`config.mk`:
```
export PLATFORM = sky130hd
export DESIGN_NAME = bytecode_prefetch_queue
export DESIGN_NICKNAME = d
export VERILOG_FILES = /design/src/rtl/bpq_pkg.sv /design/src/rtl/bpq_len_decode.sv /design/src/rtl/bpq_byte_store.sv /design/src/rtl/bpq_fetch_ctrl.sv /design/src/rtl/bytecode_prefetch_queue.sv
export SDC_FILE = /design/constraint.sdc
export NUM_CORES = 1
export LEC_CHECK = 0
export CORE_ASPECT_RATIO = 1.1
export CORE_MARGIN = 8
export CORE_UTILIZATION = 40
export CTS_BUF_LIST = sky130_fd_sc_hd__clkbuf_4 sky130_fd_sc_hd__clkbuf_8
export DETAILED_ROUTE_END_ITERATION = 6
export PLACE_DENSITY = 0.72
export SLEW_MARGIN = 20
export SYNTH_ARGS = -nofsm -noshare
export SYNTH_HDL_FRONTEND = slang
export SYNTH_SLANG_ARGS = --single-unit
export TNS_END_PERCENT = 50
```
`constraint.sdc`:
```
create_clock -name clk -period 5.7 [get_ports clk]
set_input_delay 1.14 -clock clk [delete_from_list [all_inputs] [get_ports clk]]
set_output_delay 1.14 -clock clk [all_outputs]
set_load 0.005 [all_outputs]
```
`src/rtl/bpq_pkg.sv`:
```
// Shared constants and the opcode length lookup for the prefetch queue.
// Assumes a one-byte opcode and instructions of at most MAX_INSN bytes.
package bpq_pkg;
    localparam int MAX_INSN = 5;
    localparam int LEN_W    = 3;

    typedef struct packed {
        logic             known;
        logic [LEN_W-1:0] len;
    } oplen_t;

    // Map an opcode to its total instruction length; unsupported codes give length 1.
    function automatic oplen_t opcode_length(input logic [7:0] op);
        oplen_t r;
        r.known = 1'b1;
        if (op < 8'h40)      r.len = LEN_W'(1);
        else if (op < 8'h60) r.len = LEN_W'(2);
        else if (op < 8'h80) r.len = LEN_W'(3);
        else if (op < 8'h90) r.len = LEN_W'(4);
        else if (op < 8'hA0) r.len = LEN_W'(5);
        else begin
            r.known = 1'b0;
            r.len   = LEN_W'(1);
        end
        return r;
    endfunction
endpackage

```
`src/rtl/bpq_len_decode.sv`:
```
// Opcode length decoder: turns the head byte of the queue into an instruction
// length and an unknown-opcode flag. Purely combinational.
module bpq_len_decode
    import bpq_pkg::*;
(
    input  logic [7:0]       opcode,
    output logic [LEN_W-1:0] len,
    output logic             unknown
);
    oplen_t info;

    // Look up the length entry for the current opcode.
    always_comb begin
        info    = opcode_length(opcode);
        len     = info.len;
        unknown = ~info.known;
    end
endmodule

```
`src/rtl/bpq_byte_store.sv`:
```
// Byte queue of QBYTES entries, byte 0 is the oldest. In one cycle it can drop
// pop_len bytes from the head and append one word with push_skip leading bytes
// removed. flush empties it. Assumes the caller never pops more than it holds
// and never pushes past capacity.
module bpq_byte_store #(
    parameter int QBYTES = 8,
    parameter int WBYTES = 4,
    parameter int CW     = $clog2(QBYTES + 1),
    parameter int SW     = $clog2(WBYTES)
) (
    input  logic                    clk,
    input  logic                    rst_n,
    input  logic                    flush,
    input  logic                    pop_en,
    input  logic [CW-1:0]           pop_len,
    input  logic                    push_en,
    input  logic [WBYTES-1:0][7:0]  push_word,
    input  logic [SW-1:0]           push_skip,
    output logic [QBYTES-1:0][7:0]  bytes_o,
    output logic [CW-1:0]           count_o
);
    localparam int QIW = (QBYTES > 1) ? $clog2(QBYTES) : 1;
    localparam int WIW = (WBYTES > 1) ? $clog2(WBYTES) : 1;

    logic [QBYTES-1:0][7:0] q_r, q_nxt;
    logic [CW-1:0]          cnt_r, cnt_nxt;

    // Compact the remaining bytes to the head and append the trimmed word.
    always_comb begin
        int keep;
        int incoming;
        int src;
        keep     = int'(cnt_r) - (pop_en ? int'(pop_len) : 0);
        incoming = push_en ? (WBYTES - int'(push_skip)) : 0;
        src      = 0;
        for (int i = 0; i < QBYTES; i++) begin
            q_nxt[i] = 8'h00;
            if (i < keep) begin
                src      = i + (int'(cnt_r) - keep);
                q_nxt[i] = q_r[QIW'(src)];
            end else if ((i - keep) < incoming) begin
                src      = i - keep + int'(push_skip);
                q_nxt[i] = push_word[WIW'(src)];
            end
        end
        cnt_nxt = flush ? '0 : CW'(keep + incoming);
    end

    // Register the queue contents and occupancy.
    always_ff @(posedge clk) begin
        if (!rst_n) begin
            q_r   <= '0;
            cnt_r <= '0;
        end else begin
            q_r   <= q_nxt;
            cnt_r <= cnt_nxt;
        end
    end

    assign bytes_o = q_r;
    assign count_o = cnt_r;
endmodule

```
`src/rtl/bpq_fetch_ctrl.sv`:
```
// Fetch controller: holds the fetch pointer and counts outstanding requests and
// how many of them are stale after a jump. It also decides when a new word
// fits. Assumes in-order responses, at least one cycle after the request, and
// a memory that takes every request.
module bpq_fetch_ctrl #(
    parameter int AW       = 32,
    parameter int QBYTES   = 8,
    parameter int WBYTES   = 4,
    parameter int MAX_PEND = 2,
    parameter int CW       = $clog2(QBYTES + 1),
    parameter int SW       = $clog2(WBYTES),
    parameter int PW       = $clog2(MAX_PEND + 1)
) (
    input  logic          clk,
    input  logic          rst_n,
    input  logic          jump_valid,
    input  logic [AW-1:0] jump_target,
    input  logic          mem_valid,
    input  logic [CW-1:0] q_count,
    output logic          fetch_req,
    output logic [AW-1:0] fetch_addr,
    output logic          word_accept,
    output logic [SW-1:0] word_skip,
    output logic [PW-1:0] live_pend
);
    logic          active_r;
    logic [AW-1:0] ptr_r;
    logic [PW-1:0] pend_r, drop_r;
    logic [SW-1:0] skip_r;
    logic          skip_pend_r;
    logic          room;

    // Decide whether a word may be requested and whether a response is kept.
    always_comb begin
        live_pend   = pend_r - drop_r;
        room        = (int'(q_count) + WBYTES * int'(live_pend) + WBYTES) <= QBYTES;
        fetch_req   = active_r && !jump_valid && (int'(pend_r) < MAX_PEND) && room;
        word_accept = mem_valid && !jump_valid && (drop_r == '0);
        word_skip   = skip_pend_r ? skip_r : '0;
    end

    // Track the pointer, outstanding and stale counts, and the pending skip.
    always_ff @(posedge clk) begin
        if (!rst_n) begin
            active_r    <= 1'b0;
            ptr_r       <= '0;
            pend_r      <= '0;
            drop_r      <= '0;
            skip_r      <= '0;
            skip_pend_r <= 1'b0;
        end else begin
            pend_r <= pend_r + PW'(fetch_req) - PW'(mem_valid);
            if (jump_valid) begin
                active_r    <= 1'b1;
                ptr_r       <= {jump_target[AW-1:SW], SW'(0)};
                drop_r      <= pend_r - PW'(mem_valid);
                skip_r      <= jump_target[SW-1:0];
                skip_pend_r <= 1'b1;
            end else begin
                if (mem_valid && (drop_r != '0)) drop_r <= drop_r - PW'(1);
                if (fetch_req) ptr_r <= ptr_r + AW'(WBYTES);
                if (word_accept) skip_pend_r <= 1'b0;
            end
        end
    end

    assign fetch_addr = ptr_r;
endmodule

```
`src/rtl/bytecode_prefetch_queue.sv`:
```
// Top of the prefetch queue. It joins the fetch controller, the byte store and
// the length decoder, and offers one complete variable-length instruction per
// cycle to decode. Assumes memory answers requests in order, and that the
// first jump after reset supplies the start address.
module bytecode_prefetch_queue
    import bpq_pkg::*;
#(
    parameter int AW       = 32,
    parameter int QBYTES   = 8,
    parameter int WBYTES   = 4,
    parameter int MAX_PEND = 2
) (
    input  logic                  clk,
    input  logic                  rst_n,
    output logic                  fetch_req,
    output logic [AW-1:0]         fetch_addr,
    input  logic                  mem_valid,
    input  logic [8*WBYTES-1:0]   mem_data,
    input  logic                  jump_valid,
    input  logic [AW-1:0]         jump_target,
    input  logic                  inst_ready,
    output logic                  inst_valid,
    output logic [8*MAX_INSN-1:0] inst_bytes,
    output logic [LEN_W-1:0]      inst_len,
    output logic                  inst_unknown
);
    localparam int CW = $clog2(QBYTES + 1);
    localparam int SW = $clog2(WBYTES);
    localparam int PW = $clog2(MAX_PEND + 1);

    logic [QBYTES-1:0][7:0] q_bytes;
    logic [CW-1:0]          q_count;
    logic                   word_accept;
    logic [SW-1:0]          word_skip;
    logic [PW-1:0]          live_pend;
    logic                   pop_en;

    bpq_fetch_ctrl #(
        .AW(AW), .QBYTES(QBYTES), .WBYTES(WBYTES), .MAX_PEND(MAX_PEND),
        .CW(CW), .SW(SW), .PW(PW)
    ) u_ctrl (
        .clk(clk), .rst_n(rst_n),
        .jump_valid(jump_valid), .jump_target(jump_target),
        .mem_valid(mem_valid), .q_count(q_count),
        .fetch_req(fetch_req), .fetch_addr(fetch_addr),
        .word_accept(word_accept), .word_skip(word_skip),
        .live_pend(live_pend)
    );

    bpq_byte_store #(
        .QBYTES(QBYTES), .WBYTES(WBYTES), .CW(CW), .SW(SW)
    ) u_store (
        .clk(clk), .rst_n(rst_n),
        .flush(jump_valid),
        .pop_en(pop_en), .pop_len(CW'(inst_len)),
        .push_en(word_accept), .push_word(mem_data), .push_skip(word_skip),
        .bytes_o(q_bytes), .count_o(q_count)
    );

    bpq_len_decode u_len (
        .opcode(q_bytes[0]),
        .len(inst_len),
        .unknown(inst_unknown)
    );

    // Offer the head instruction once all its bytes are queued; zero unused bytes.
    always_comb begin
        inst_valid = !jump_valid && (int'(q_count) >= int'(inst_len));
        pop_en     = inst_valid && inst_ready;
        for (int k = 0; k < MAX_INSN; k++) begin
            inst_bytes[8*k +: 8] = (k < int'(inst_len)) ? q_bytes[k] : 8'h00;
        end
    end
endmodule

```
# Yosys cells after proc, flatten, opt, wreduce, memory -nomap -nowiden
# Index checks and enable logic that the tools add are counted.
# totals
mem_bits_ro,0
latch_bits,0
elab_cells,201
output_inout_bits,78
mem_bits_rw,0
regBits,108
mem_count,0
# classes
multipliers,0
shifts,0
addsub,35
n_reduce_logical,15
eq_ne,0
magnitude_cmp,45
n_mux,88
n_bitwise,2
div,0
# ops
op,n
$mux 8,53
$lt 32x32->1,8
$bmux 8 s3,8
$bmux 8 s2,8
$lt 4x32->1 const A,4
$sub 4x32->32 const A,4
$mux 32,3
$lt 3x32->1 const A,2
$sub 3x32->32 const A,2
$lt 3x5->1 const B,8
$add 32x3->32 const B,1
$add 32x4->32 const B,1
$le 32x5->1 const B,1
$lt 1x32->1 const A,1
$lt 2x32->1 const A,1
$lt 2x4->1 const B,8
$sub 1x32->32 const A,1
$sub 2x32->32 const A,1
$lt 8x8->1 const B,3
$mux 3,6
$add 2x2->2,8
$lt 8x7->1 const B,2
$add 3x3->3 const A,4
$logic_and 1x1->1,8
other kinds (23),39

# Depth between registers and ports, before layout
# depth
word_depth,18
mapped_depth,26
depth_no_buf,26

# Modules after synthesis
# Synthesis repeated with hierarchy kept, for this count alone.
# unflattened
hier_cells,1001
area_unflattened_um2,9371.5
# by_module_without_submodules
module,seq_area_each_um2,cells_per_inst,area_each_um2,n_inst
bpq_byte_store,1361.3,647,6632.6,1
bpq_fetch_ctrl,760.7,291,2314.7,1
bytecode_prefetch_queue,0.0,58,375.4,1
bpq_len_decode,0.0,5,48.8,1

# Worst setup path after synthesis
# No wires, ideal clock.
# synth_path
kind,input to register
startpoint,input port jump_valid
endpoint,register u_store.q_r (netlist bit u_store.bytes_o[32])
arrival_ns,5.421
setup_time_ns,0.075
n_path_buf,3
stages,17
path_slack_ns,0.204
path_cell_list,buf_2 clkbuf_1 a21oi_1 and3_1 ha_1 inv_1 fa_1 a211o_2 ha_1 clkbuf_1 nand2_1 ha_1 or4b_2 nor4_1 and3_1 a32oi_1 o21ai_0
# synth_between
elab_chain_cells,12
word_cells_on_any_way,22
classes_between,add/sub: 5; order compare: 2; mux: 10; reduce/logical: 5
# synth_lines
item,line,source
start: declaration,bytecode_prefetch_queue.sv:19,"input logic jump_valid,"
$logic_not 1->1 *,bytecode_prefetch_queue.sv:68,inst_valid = !jump_valid && (int'(q_count) >= int'(inst_len));
$logic_and 1x1->1 *,bytecode_prefetch_queue.sv:68,
via inst_valid,bytecode_prefetch_queue.sv:22,"output logic inst_valid,"
$logic_and 1x1->1 *,bytecode_prefetch_queue.sv:69,pop_en = inst_valid && inst_ready;
$mux 3 *,bpq_byte_store.sv:33,keep = int'(cnt_r) - (pop_en ? int'(pop_len) : 0);
$sub 4x3->5 *,bpq_byte_store.sv:33,
branches (longest 6 deep; another with $sub 4x32->32),-,
$mux 8 *,bpq_byte_store.sv:38,if (i < keep) begin
end signal: assignment,bpq_byte_store.sv:55,q_r <= q_nxt;
end: declaration,bpq_byte_store.sv:25,"logic [QBYTES-1:0][7:0] q_r, q_nxt;"
# Mark *: on every way through the listed nets, which the timed path passes. The select of a mux whose other input is x is not followed.
# A chain may end at the register's enable or synchronous reset.

# Worst setup path in the final report
# layout_path
startpoint,register u_store.q_r (netlist bit u_store.bytes_o[6])
endpoint,register u_store.q_r (netlist bit u_store.bytes_o[51])
# layout_between
elab_chain_cells,18
word_cells_on_any_way,29
classes_between,add/sub: 5; order compare: 8; mux: 14; reduce/logical: 2
# layout_lines
item,line,source
$lt 8x8->1,bpq_pkg.sv:20,else if (op < 8'hA0) r.len = LEN_W'(5);
$mux 3,bpq_pkg.sv:20,
$mux 3,bpq_pkg.sv:19,else if (op < 8'h90) r.len = LEN_W'(4);
$mux 3,bpq_pkg.sv:18,else if (op < 8'h80) r.len = LEN_W'(3);
$mux 3,bpq_pkg.sv:17,else if (op < 8'h60) r.len = LEN_W'(2);
$mux 3 *,bpq_pkg.sv:16,if (op < 8'h40) r.len = LEN_W'(1);
$ge 4x3->1,bytecode_prefetch_queue.sv:68,
$logic_and 1x1->1,bytecode_prefetch_queue.sv:68,
$logic_and 1x1->1,bytecode_prefetch_queue.sv:69,
$mux 3 *,bpq_byte_store.sv:33,
$sub 4x3->5 *,bpq_byte_store.sv:33,
branches (longest 6 deep; another with $sub 4x32->32),-,
$mux 8 *,bpq_byte_store.sv:38,
# Mark *: on every way between the ends. The select of a mux whose other input is x is not followed.

==> impl_metrics.yaml <==
die:
  die_h_um: 182.2
  die-area_um2: 30450
  die_x_um: 167.1
  fp.coreArea_um2: 24960
  initial_core_util_pct: 40.25
  num_rows: 61
  ioPinCount: 147
global_routing:
  grt_pass1_vias: 9204
  grt.total_usage_pct: 20.20
  grt_overflow_total: 0
  grt_pass1_wl_um: 49550
  antenna_found_initial: 0
  grt_max_degree: 70
sta:
  min_period_ns: 5.384
  whs_ns: 0.4722
  clock_skew_ns: 0.01981
  layout_worst_path_cycle_share_pct: 94.46
  setup_viol: 0
  clock.fmax_ghz: 0.1857
  worst_slew_pin_slew_ns: 0.9926
  slew_viol_final: 0
  slew_headroom_pct: 33.58
  rsz0062_at_grt: "true"
  hold_viol: 0
logic_synthesis:
  syn_area_um2: 10050
  synth_cell_types: 74
  ys_warn_count: 0
  synthCells: 1131
  postSynthAreaPerCell_um2: 8.882
  async_flop_share_pct: 0
  yosysSeqAreaShare_pct: 21.12
  ys.flop_type: "dfxtp_1"
  synth-edff-count: 0
  ys_seq_elements: 106
cells_and_area:
  fin_util_pct: 48.64
  fin_area_um2: 12140
  layout-drive-gt1-share_pct: 7.870
  syn_to_final_growth_pct: 20.85
  nNetsFinal: 1437
  num_antenna_cells: 0
clocking:
  h-tree-depth: 3
  clock_latency_ns: 0.41
  clock_sinks: 106
  clkTransAtPathRegs_ns: 0.11
  cts_buffers: 9
  cts_tree: "built"
  clockBufferDepth: 2
  root_buffer: "clkbuf_8"
critical_path:
  cp_max_fo: 8
  setup.worst_path.class: "flop to flop"
  crit_required_ns: 6.03
  critPathArrivalTime_ns: 5.71
  cp-end-kind: "flop"
  r2r_slack_ns: 0.32
  worstSetupStartpointType: "flop"
routing:
  final_antenna_net_count: 0
  drtIter0Drc: 722
  vias: 9194
  drc: 0
  wl_per_cell_um: 20.01
  via_per_inst: 5.845
  dr.pass1.iters: 5
  drt-total-wl_um: 31480
run:
  maxCapViolations: 0
status:
  status: "completed"
power:
  power.leakage_nw: 5.037
  power_mw: 6.272
  power_density_nw_per_um2: 516.6
  ir_drop_mv: 0.3841
worst_hold_path:
  hold_class: "flop to flop"
place:
  placed_area_um2: 11810
  hpwl_um: 24010
  port_buffers: 144
  place_congestion: 0.9052
==> metal layers <==
metal | wire [um] | vias up | track usage, %
met5 | 0 | - | 0
met4 | 1602 | 0 | 10.49
met3 | 2130 | 78 | 4.170
met2 | 15170 | 347 | 34.68
met1 | 12580 | 4403 | 23.45
li1 | - | 4366 | -
==> where the power goes <==
part	leakage [nW]	internal, mW	total, mW	switching (mW)
registers	0.866	0.902	1.04	0.142
clock network	0.129	0.301	0.600	0.299
logic	4.04	1.91	4.63	2.72
==> placed cells by master, fill, tap and decap left out, types with 26 or more instances in the layout <==
cell type / n
and2_1: 26
clkdlybuf4s50_1: 143
inv_1: 51
ha_1: 107
nand2_1: 107
a21oi_1: 45
nor2_1: 67
o22ai_1: 32
o21ai_0: 53
dfxtp_1: 106
buf_4: 28
mux2i_1: 195
==> cell families (layout without fill, tap and decap cells) <==
group,after synthesis,count (layout),share of synthesized area [%]
flops,106,106,21.12
compound gates,208,208,13.20
mux,223,223,24.69
xor+xnor,40,40,4.907
fa+ha+maj,115,115,14.70
other cells,1,2,0.03733
buf+inv,118,244,5.181
simple gates,320,320,16.17
==> critical path, stage by stage (launching register included) <==
cell	delay [ns]
dfxtp_1	0.43
nor2b_1	0.23
buf_4	0.18
inv_1	0.04
ha_1	0.26
a21boi_0	0.15
o21ai_0	0.09
a21oi_1	0.20
and3_1	0.19
ha_1	0.18
inv_1	0.10
fa_1	0.48
xnor2_4	0.31
inv_2	0.16
ha_1	0.28
nand2_1	0.15
nand2_1	0.15
ha_1	0.26
or4b_2	0.67
nor3_1	0.23
a32oi_2	0.30
o22ai_1	0.25
==> synthesized netlist by cell type, types with 12 or more instances <==
library cell | number | share of area (%)
o22ai_1 | 32 | 2.0
nor2b_1 | 16 | 1.0
dfxtp_1 | 106 | 21
mux2i_1 | 195 | 19
and2_1 | 26 | 1.6
a21oi_1 | 46 | 2.3
ha_1 | 110 | 14
inv_1 | 52 | 1.9
xor2_1 | 17 | 1.5
nand4_1 | 15 | 0.93
nor2_1 | 68 | 2.5
o21ai_0 | 53 | 2.6
buf_2 | 16 | 0.80
a22oi_1 | 21 | 1.6
mux2_2 | 12 | 1.3
nand2_1 | 107 | 4.0
xnor2_1 | 13 | 1.1
nor3_1 | 16 | 0.80
clkbuf_1 | 34 | 1.3
==> layout make-up <==
class / count / area (um^2)
Clock inverter: 7 / 135.1
Timing Repair Buffer: 173 / 1667
Clock buffer: 9 / 123.9
Multi-Input combinational cell: 908 / 7492
Tap cell: 315 / 394.1
Inverter: 55 / 206.4
Sequential cell: 106 / 2122
Fill cell: 2392 / 12820
==> stage by stage <==
step / instances / worst slack [ns] / setup TNS [ns]
finish: 1573 / 0.3155 / 0
global route: 1573 / -0.04162 / -0.1799
detailed placement: 1557 / 0.1343 / 0
global placement: 1557 / 0.2371 / 0
floorplan: 1132 / 0.2039 / 0
CTS: 1573 / 0.07986 / 0
==> registers in the layout, summed over array words and instances, names as in the netlist <==
| register | cells |
|---|---|
| u_store.bytes_o | 64 |
| u_ctrl.fetch_addr | 30 |
| u_store.count_o | 4 |
| u_ctrl.drop_r | 2 |
| u_ctrl.pend_r | 2 |
| u_ctrl.skip_r | 2 |
| u_ctrl.active_r | 1 |
| u_ctrl.skip_pend_r | 1 |
==> path summary, 6_finish.rpt <==
kind	startpoint	end	cells past startpoint
worst max register to register	u_store.bytes_o[6]$_SDFF_PN0_	u_store.bytes_o[51]$_SDFF_PN0_	21
worst min-delay path	u_ctrl.active_r$_SDFFE_PN0P_	u_ctrl.active_r$_SDFFE_PN0P_	2
worst max-delay path	u_store.bytes_o[6]$_SDFF_PN0_	u_store.bytes_o[51]$_SDFF_PN0_	21
worst min register to register	u_ctrl.active_r$_SDFFE_PN0P_	u_ctrl.active_r$_SDFFE_PN0P_	2
==> timing repair <==
| action | 4_1_cts | 5_1_grt |
|---|---|---|
| gates resized for setup | 0 | 15 |
| endpoints found under the setup margin | 0 | 48 |
| setup buffers | 0 | 0 |
| hold buffers | 0 | 0 |
Note: power is estimated with default switching activity, not from simulation.
